$ cat config.mk
export PLATFORM = sky130hd
export DESIGN_NAME = nor_write_seq
export DESIGN_NICKNAME = d
export VERILOG_FILES = /design/src/rtl/nor_write_seq.sv
export SDC_FILE = /design/constraint.sdc
export NUM_CORES = 1
export LEC_CHECK = 0
export BUFFER_PORTS_ARGS = -buffer_cell sky130_fd_sc_hd__buf_4
export CAP_MARGIN = 20
export CORE_ASPECT_RATIO = 0.5
export CORE_MARGIN = 2
export CORE_UTILIZATION = 43
export CTS_CLUSTER_SIZE = 20
export DETAILED_ROUTE_END_ITERATION = 8
export GPL_ROUTABILITY_DRIVEN = 0
export PLACE_DENSITY = 0.78
export SYNTH_ARGS = -nofsm -noshare
export SYNTH_HDL_FRONTEND = slang
export SYNTH_SLANG_ARGS = --single-unit
$ cat constraint.sdc
create_clock -name clk -period 2.6 [get_ports clk]
set_input_delay 0.13 -clock clk [delete_from_list [all_inputs] [get_ports clk]]
set_output_delay 0.13 -clock clk [all_outputs]
set_load 0.005 [all_outputs]
$ cat src/rtl/nor_write_seq.sv
module nor_write_seq #(
  parameter int          SECTOR_LG = 16,
  parameter int          PAGE_LG   = 8,
  parameter int          GAP_CYC   = 2,
  parameter logic [7:0]  OP_RDSR   = 8'h05,
  parameter logic [7:0]  OP_WREN   = 8'h06,
  parameter logic [7:0]  OP_ERASE  = 8'hD8,
  parameter logic [7:0]  OP_PROG   = 8'h02,
  parameter logic [7:0]  BUSY_MASK = 8'h01
) (
  input  logic        clk,
  input  logic        rst_n,
  input  logic        req_valid,
  input  logic [31:0] req_offset,
  input  logic [31:0] req_count,
  input  logic        req_addr4,
  output logic        busy,
  output logic        done,
  output logic        err,
  input  logic [7:0]  wr_data,
  input  logic        wr_valid,
  output logic        wr_ready,
  output logic        spi_cs_n,
  output logic        spi_start,
  output logic [7:0]  spi_tx,
  input  logic        spi_done,
  input  logic [7:0]  spi_rx,
  input  logic        spi_err
);
  localparam int PAGE  = 1 << PAGE_LG;
  localparam int IDX_W = $clog2(PAGE + 6);
  localparam int GAP_W = (GAP_CYC > 0) ? $clog2(GAP_CYC + 1) : 1;

  typedef enum logic [2:0] {S_IDLE, S_SEND, S_WAIT, S_GAP, S_FIN} st_t;
  typedef enum logic [1:0] {K_STAT, K_WEN, K_ERASE, K_PROG} kind_t;

  st_t              st;
  kind_t            kind;
  logic [IDX_W-1:0] idx, flen;
  logic [31:0]      addr, remain, sh;
  logic [GAP_W-1:0] gap_cnt;
  logic             a4, erased, stat_busy, fail, cs_n_q;
  logic [2:0]       ab, shn;
  logic             is_data, last, misaligned, sect_start;

  assign ab         = a4 ? 3'd4 : 3'd3;
  assign is_data    = (kind == K_PROG) && (idx > IDX_W'(ab));
  assign last       = (idx == flen - IDX_W'(1));
  assign misaligned = (|req_offset[SECTOR_LG-1:0]) || (|req_count[SECTOR_LG-1:0]);
  assign sect_start = (addr[SECTOR_LG-1:0] == '0);
  assign shn        = ab - idx[2:0];
  assign sh         = addr >> {shn, 3'b000};

  assign busy      = (st != S_IDLE);
  assign done      = (st == S_FIN);
  assign err       = done & fail;
  assign spi_cs_n  = cs_n_q;
  assign wr_ready  = (st == S_SEND) && is_data;
  assign spi_start = (st == S_SEND) && (!is_data || wr_valid);

  always_comb begin
    case (kind)
      K_STAT:  flen = IDX_W'(2);
      K_WEN:   flen = IDX_W'(1);
      K_ERASE: flen = IDX_W'(ab) + IDX_W'(1);
      default: flen = IDX_W'(ab) + IDX_W'(1) + IDX_W'(PAGE);
    endcase
  end

  always_comb begin
    if (idx == '0) begin
      case (kind)
        K_STAT:  spi_tx = OP_RDSR;
        K_WEN:   spi_tx = OP_WREN;
        K_ERASE: spi_tx = OP_ERASE;
        default: spi_tx = OP_PROG;
      endcase
    end else if (kind == K_STAT || kind == K_WEN) spi_tx = 8'h00;
    else if (is_data)                             spi_tx = wr_data;
    else                                          spi_tx = sh[7:0];
  end

  always_ff @(posedge clk) begin
    if (!rst_n) begin
      st <= S_IDLE; kind <= K_PROG; idx <= '0; addr <= '0; remain <= '0;
      gap_cnt <= '0; a4 <= 1'b0; erased <= 1'b0; stat_busy <= 1'b0;
      fail <= 1'b0; cs_n_q <= 1'b1;
    end else begin
      case (st)
        S_IDLE: if (req_valid) begin
          if (misaligned) begin
            fail <= 1'b1; st <= S_FIN;
          end else begin
            fail <= 1'b0; addr <= req_offset; remain <= req_count;
            a4 <= req_addr4; erased <= 1'b0; kind <= K_PROG;
            gap_cnt <= '0; st <= S_GAP;
          end
        end
        S_SEND: if (spi_start) st <= S_WAIT;
        S_WAIT: if (spi_done) begin
          if (kind == K_STAT && idx == IDX_W'(1)) stat_busy <= |(spi_rx & BUSY_MASK);
          if (spi_err) begin
            fail <= 1'b1; cs_n_q <= 1'b1; gap_cnt <= GAP_W'(GAP_CYC); st <= S_GAP;
          end else if (last) begin
            cs_n_q <= 1'b1; gap_cnt <= GAP_W'(GAP_CYC); st <= S_GAP;
            if (kind == K_ERASE) erased <= 1'b1;
            if (kind == K_PROG) begin
              addr <= addr + 32'(PAGE); remain <= remain - 32'(PAGE); erased <= 1'b0;
            end
          end else begin
            idx <= idx + IDX_W'(1); st <= S_SEND;
          end
        end
        S_GAP: begin
          if (gap_cnt != '0) gap_cnt <= gap_cnt - GAP_W'(1);
          else if (fail) st <= S_FIN;
          else begin
            idx <= '0;
            case (kind)
              K_STAT: begin
                kind <= stat_busy ? K_STAT : K_WEN; st <= S_SEND; cs_n_q <= 1'b0;
              end
              K_WEN: begin
                kind <= (sect_start && !erased) ? K_ERASE : K_PROG;
                st <= S_SEND; cs_n_q <= 1'b0;
              end
              default: if (remain == '0) st <= S_FIN;
                       else begin kind <= K_STAT; st <= S_SEND; cs_n_q <= 1'b0; end
            endcase
          end
        end
        default: st <= S_IDLE;
      endcase
    end
  end

  p_reject_r1: assert property (@(posedge clk) disable iff (!rst_n)
    (st == S_IDLE && req_valid && misaligned) |=> (done && err && spi_cs_n));
  p_start_in_frame_r7: assert property (@(posedge clk) disable iff (!rst_n)
    spi_start |-> !spi_cs_n);
  p_gap_min_r7: assert property (@(posedge clk) disable iff (!rst_n)
    $rose(spi_cs_n) |=> spi_cs_n);
  p_err_stop_r8: assert property (@(posedge clk) disable iff (!rst_n)
    (st == S_WAIT && spi_done && spi_err) |=> (spi_cs_n && !spi_start));
  p_done_pulse_r9: assert property (@(posedge clk) disable iff (!rst_n)
    done |=> !done);
  p_ready_data_r10: assert property (@(posedge clk) disable iff (!rst_n)
    wr_ready |-> (!spi_cs_n && kind == K_PROG));
endmodule

==> impl_metrics.env <==
export IMPL_finalWorstSetupSlack_ns=-0.251
export IMPL_worst_endpoint_required_ns=2.84
export IMPL_finalClockSkew_ns=0.00545
export IMPL_worst_hold_path_num_cells=3
export IMPL_core_region_area_mm2=0.0121
export IMPL_post_synth_num_cell_types=57
export IMPL_timing_hold_violations_final=0
export IMPL_antenna_diode_count=0
export IMPL_drt_drc_violations_left=0
export IMPL_clk_root_buffer_cell="sky130_fd_sc_hd__clkbuf_16"
export IMPL_data_arrival_critical_path_ns=3.09
export IMPL_hold_start="spi_rx[0]"
export IMPL_peak_clock_frequency_supported_by_timing_mhz=351
export IMPL_final_common_cell="sky130_fd_sc_hd__buf_4"
export IMPL_antenna_found_initial=0
export IMPL_grt_overflow_total=0
export IMPL_yosys_warnings=0
export IMPL_fp_dieArea_mm2=0.0136
export IMPL_syn_nets=812
export IMPL_grt_first_pass_wirelength_um=27700
export IMPL_final_max_slew_viol_count=0
export IMPL_slew_limit_headroom=0.509
export IMPL_hold_path_endpoint="stat_busy"
export IMPL_nets=926
export IMPL_cts_reportedPaths_clkPinSlew_ns=0.07
export IMPL_firstDrtPassIters=5
export IMPL_total_global_route_track_usage=0.248
export IMPL_number_of_enable_type_register_cells_in_the_synthesized_netlist=0
export IMPL_antenna_violating_nets_remaining=0
export IMPL_power_density_relative_to_cell_area_mw_per_mm2=431
export IMPL_final_min_period_over_clock_period=1.10
export IMPL_finalCriticalPeriod_ns=2.85
export IMPL_clkSinkCount=85
export IMPL_synthArstFlopShare=0
export IMPL_avgViaCountPerCell=6.22
export IMPL_rrSetupSlack_ns=-0.25
export IMPL_cts_buffers=9
export IMPL_dieHeight_um=83.4
export IMPL_rsz0062_at_grt="yes"
export IMPL_finalSetupViolations=65
export IMPL_tightestPinTransition_ns=0.733
export IMPL_preCtsSetupSlack_ns=-0.262
export IMPL_clk_latency_ns=0.35
export IMPL_rr_endpoint="addr[30]"
export IMPL_floorplan_initialDensity=0.450
export IMPL_synthFlopType="sky130_fd_sc_hd__dfxtp_1"
export IMPL_reg_to_reg_startpoint="kind[1]"
export IMPL_cap_viol_max_count=0
export IMPL_power_leakage_uw=0.00295
export IMPL_r2r_cells=12
export IMPL_cts_htree_levels=3
export IMPL_critical_path_peak_fanout=6
export IMPL_final_core_util=0.623
export IMPL_min_path_type="in2reg"
export IMPL_area_of_the_mapped_netlist_mm2=0.00542
export IMPL_postRouteWirelength_um=18100
export IMPL_startpoint_to_endpoint_class_of_the_critical_path="reg2reg"
export IMPL_hold_buffers=0
export IMPL_die_w_um=163
export IMPL_ir_worst_vdd_uv=297
export IMPL_setup_worst_path_start_class="register"
export IMPL_layout_filler_cells=978
export IMPL_vias=6178
export IMPL_cts_max_path_buffers=2
export IMPL_placement_rows=28
export IMPL_hpwl_after_detailed_placement_um=11400
export IMPL_wl_per_instance_um=18.3
export IMPL_pin_count_of_the_biggest_net_entering_global_routing=82
export IMPL_initialDrtViolationCount=584
export IMPL_number_of_global_route_vias_before_repair=5653
export IMPL_syn_inst=710
export IMPL_run_status="finished, violations left"
export IMPL_final_cell_mix="sky130_fd_sc_hd__buf_4, sky130_fd_sc_hd__nand2_1, sky130_fd_sc_hd__dfxtp_1"
export IMPL_synth_area_per_cell_um2=7.63
export IMPL_synth_ff_latch_count=85
export IMPL_cts_tree="built"
export IMPL_post_route_cells_drive_above_1_share=0.309
export IMPL_top_level_ports=101
export IMPL_register_area_share_after_synthesis=0.314
export IMPL_violated_checks="negative setup slack"
export IMPL_port_buffers=93
export IMPL_synthToLayoutAreaGrowth_pct=38.5
export IMPL_setup_worst_path_end_class="register"
## through the flow
step / power, uW / hold slack [ns] / instances / instance area [um^2] / TNS (ns)
global placement: 1770 / 0.387 / 958 / 6510 / -1.61
finish: 3230 / 0.0522 / 994 / 7500 / -10.55
floorplan: 1590 / 0.270 / 710 / 5440 / -0.274
global route: 3330 / 0.0490 / 994 / 7500 / -16.98
detailed placement: 1780 / 0.390 / 958 / 6510 / -10.68
CTS: 3200 / 0.0390 / 984 / 7100 / -5.02
## registers in the layout, summed over array words and instances, names as in the netlist
signal / flops
a4: 1
addr: 32
erased: 1
fail: 1
gap_cnt: 2
idx: 9
kind: 2
remain: 32
spi_cs_n: 1
st: 3
stat_busy: 1
## worst max-delay path by stage
| stage | from | to | slack (ns) |
|---|---|---|---|
| 3_3_place_gp | kind[1] | erased | -0.12 |
| 5_1_grt | kind[1] | remain[16] | -0.33 |
| 3_5_place_dp | kind[1] | erased | -0.26 |
| 6_report | kind[1] | addr[30] | -0.25 |
| 4_1_cts | kind[0] | addr[14] | -0.16 |
| 2_1_floorplan | kind[0] | gap_cnt[0] | -0.09 |
## cell families (layout without fill, tap and decap cells)
kind of cell             after synthesis  after routing  synth area share
buffers and inverters                 67            186            0.0471
adder cells (fa/ha/maj)               15             15            0.0360
multiplexers                          22             22            0.0614
flip-flops                            85             85             0.314
AND/OR/NAND/NOR                      310            310             0.287
XOR/XNOR                               5              5           0.00808
AO/OA/AOI/OAI                        206            206             0.246
## power breakdown
part,internal [uW],total (uW),switching [uW],leakage (uW)
combinational,218,451,234,0.00211
clock,870,1420,551,0.000152
sequential,1320,1360,35.6,0.000689
total,2410,3230,820,0.00295
## area by class of cell
cell class | instances | area (um^2) | area share
Multi-Input combinational cell | 558 | 3840 | 0.511
Sequential cell | 85 | 1720 | 0.229
Timing Repair Buffer | 154 | 1360 | 0.181
Clock buffer | 11 | 243 | 0.0323
Tap cell | 165 | 206 | 0.0275
Clock inverter | 5 | 83.8 | 0.0112
Inverter | 16 | 60.1 | 0.00800
## layer usage
layer | routed length [um] | track usage | vias to the layer above | part of all wire
met1 | 7540 | 0.326 | 2907 | 0.42
met3 | 1610 | 0.0549 | 52 | 0.089
met5 | 0 | 0 | - | 0
li1 | - | - | 2894 | -
met4 | 444 | 0.0829 | 0 | 0.024
met2 | 8550 | 0.403 | 325 | 0.47
## critical path: stages, from the launching register on
cell	delay, ns
sky130_fd_sc_hd__dfxtp_2	0.34
sky130_fd_sc_hd__nand2b_4	0.15
sky130_fd_sc_hd__and2_4	0.14
sky130_fd_sc_hd__ha_4	0.16
sky130_fd_sc_hd__xor2_2	0.18
sky130_fd_sc_hd__mux4_2	0.62
sky130_fd_sc_hd__o31ai_4	0.26
sky130_fd_sc_hd__buf_6	0.16
sky130_fd_sc_hd__and3_4	0.22
sky130_fd_sc_hd__buf_12	0.11
sky130_fd_sc_hd__buf_16	0.12
sky130_fd_sc_hd__a21oi_2	0.06
sky130_fd_sc_hd__a31o_2	0.23
## timing repair
item / CTS / global route
pin swaps: 9 / 35
gates resized for setup: 44 / 78
buffers inserted: 7 / 9
setup endpoints to repair: 68 / 68
gates cloned: 3 / 1
## synthesized netlist by cell type, drive strengths merged (2+ instances only)
cell     n  area, um^2
or2      5        31.3
xor2     2        17.5
nand3   28         140
nor3b    2        15.0
a31o     8        70.1
and3     7        43.8
mux2i   13         130
o311ai   2        17.5
o32ai   11        96.3
nor3    28         140
nand2b   6        37.5
xnor2    3        26.3
dfxtp   85        1700
clkbuf  48         180
buf      3        15.0
a32oi    4        35.0
a21oi   72         360
nand4   13        81.3
nand2   97         364
a211o    2        17.5
or4b     2        20.0
o41ai    5        43.8
nor2    44         165
o211ai  19         143
a21boi   3        22.5
o31ai   26         195
o21a     2        15.0
a22oi    2        15.0
or4     10        75.1
nor4    23         144
nor4b    4        35.0
o21ai   35         175
nor2b   10        62.6
a31oi    3        18.8
or3      7        43.8
inv     16        60.1
and2    21         131
ha      14         175
mux4     9         203
Note: power is estimated with default switching activity, not from simulation.
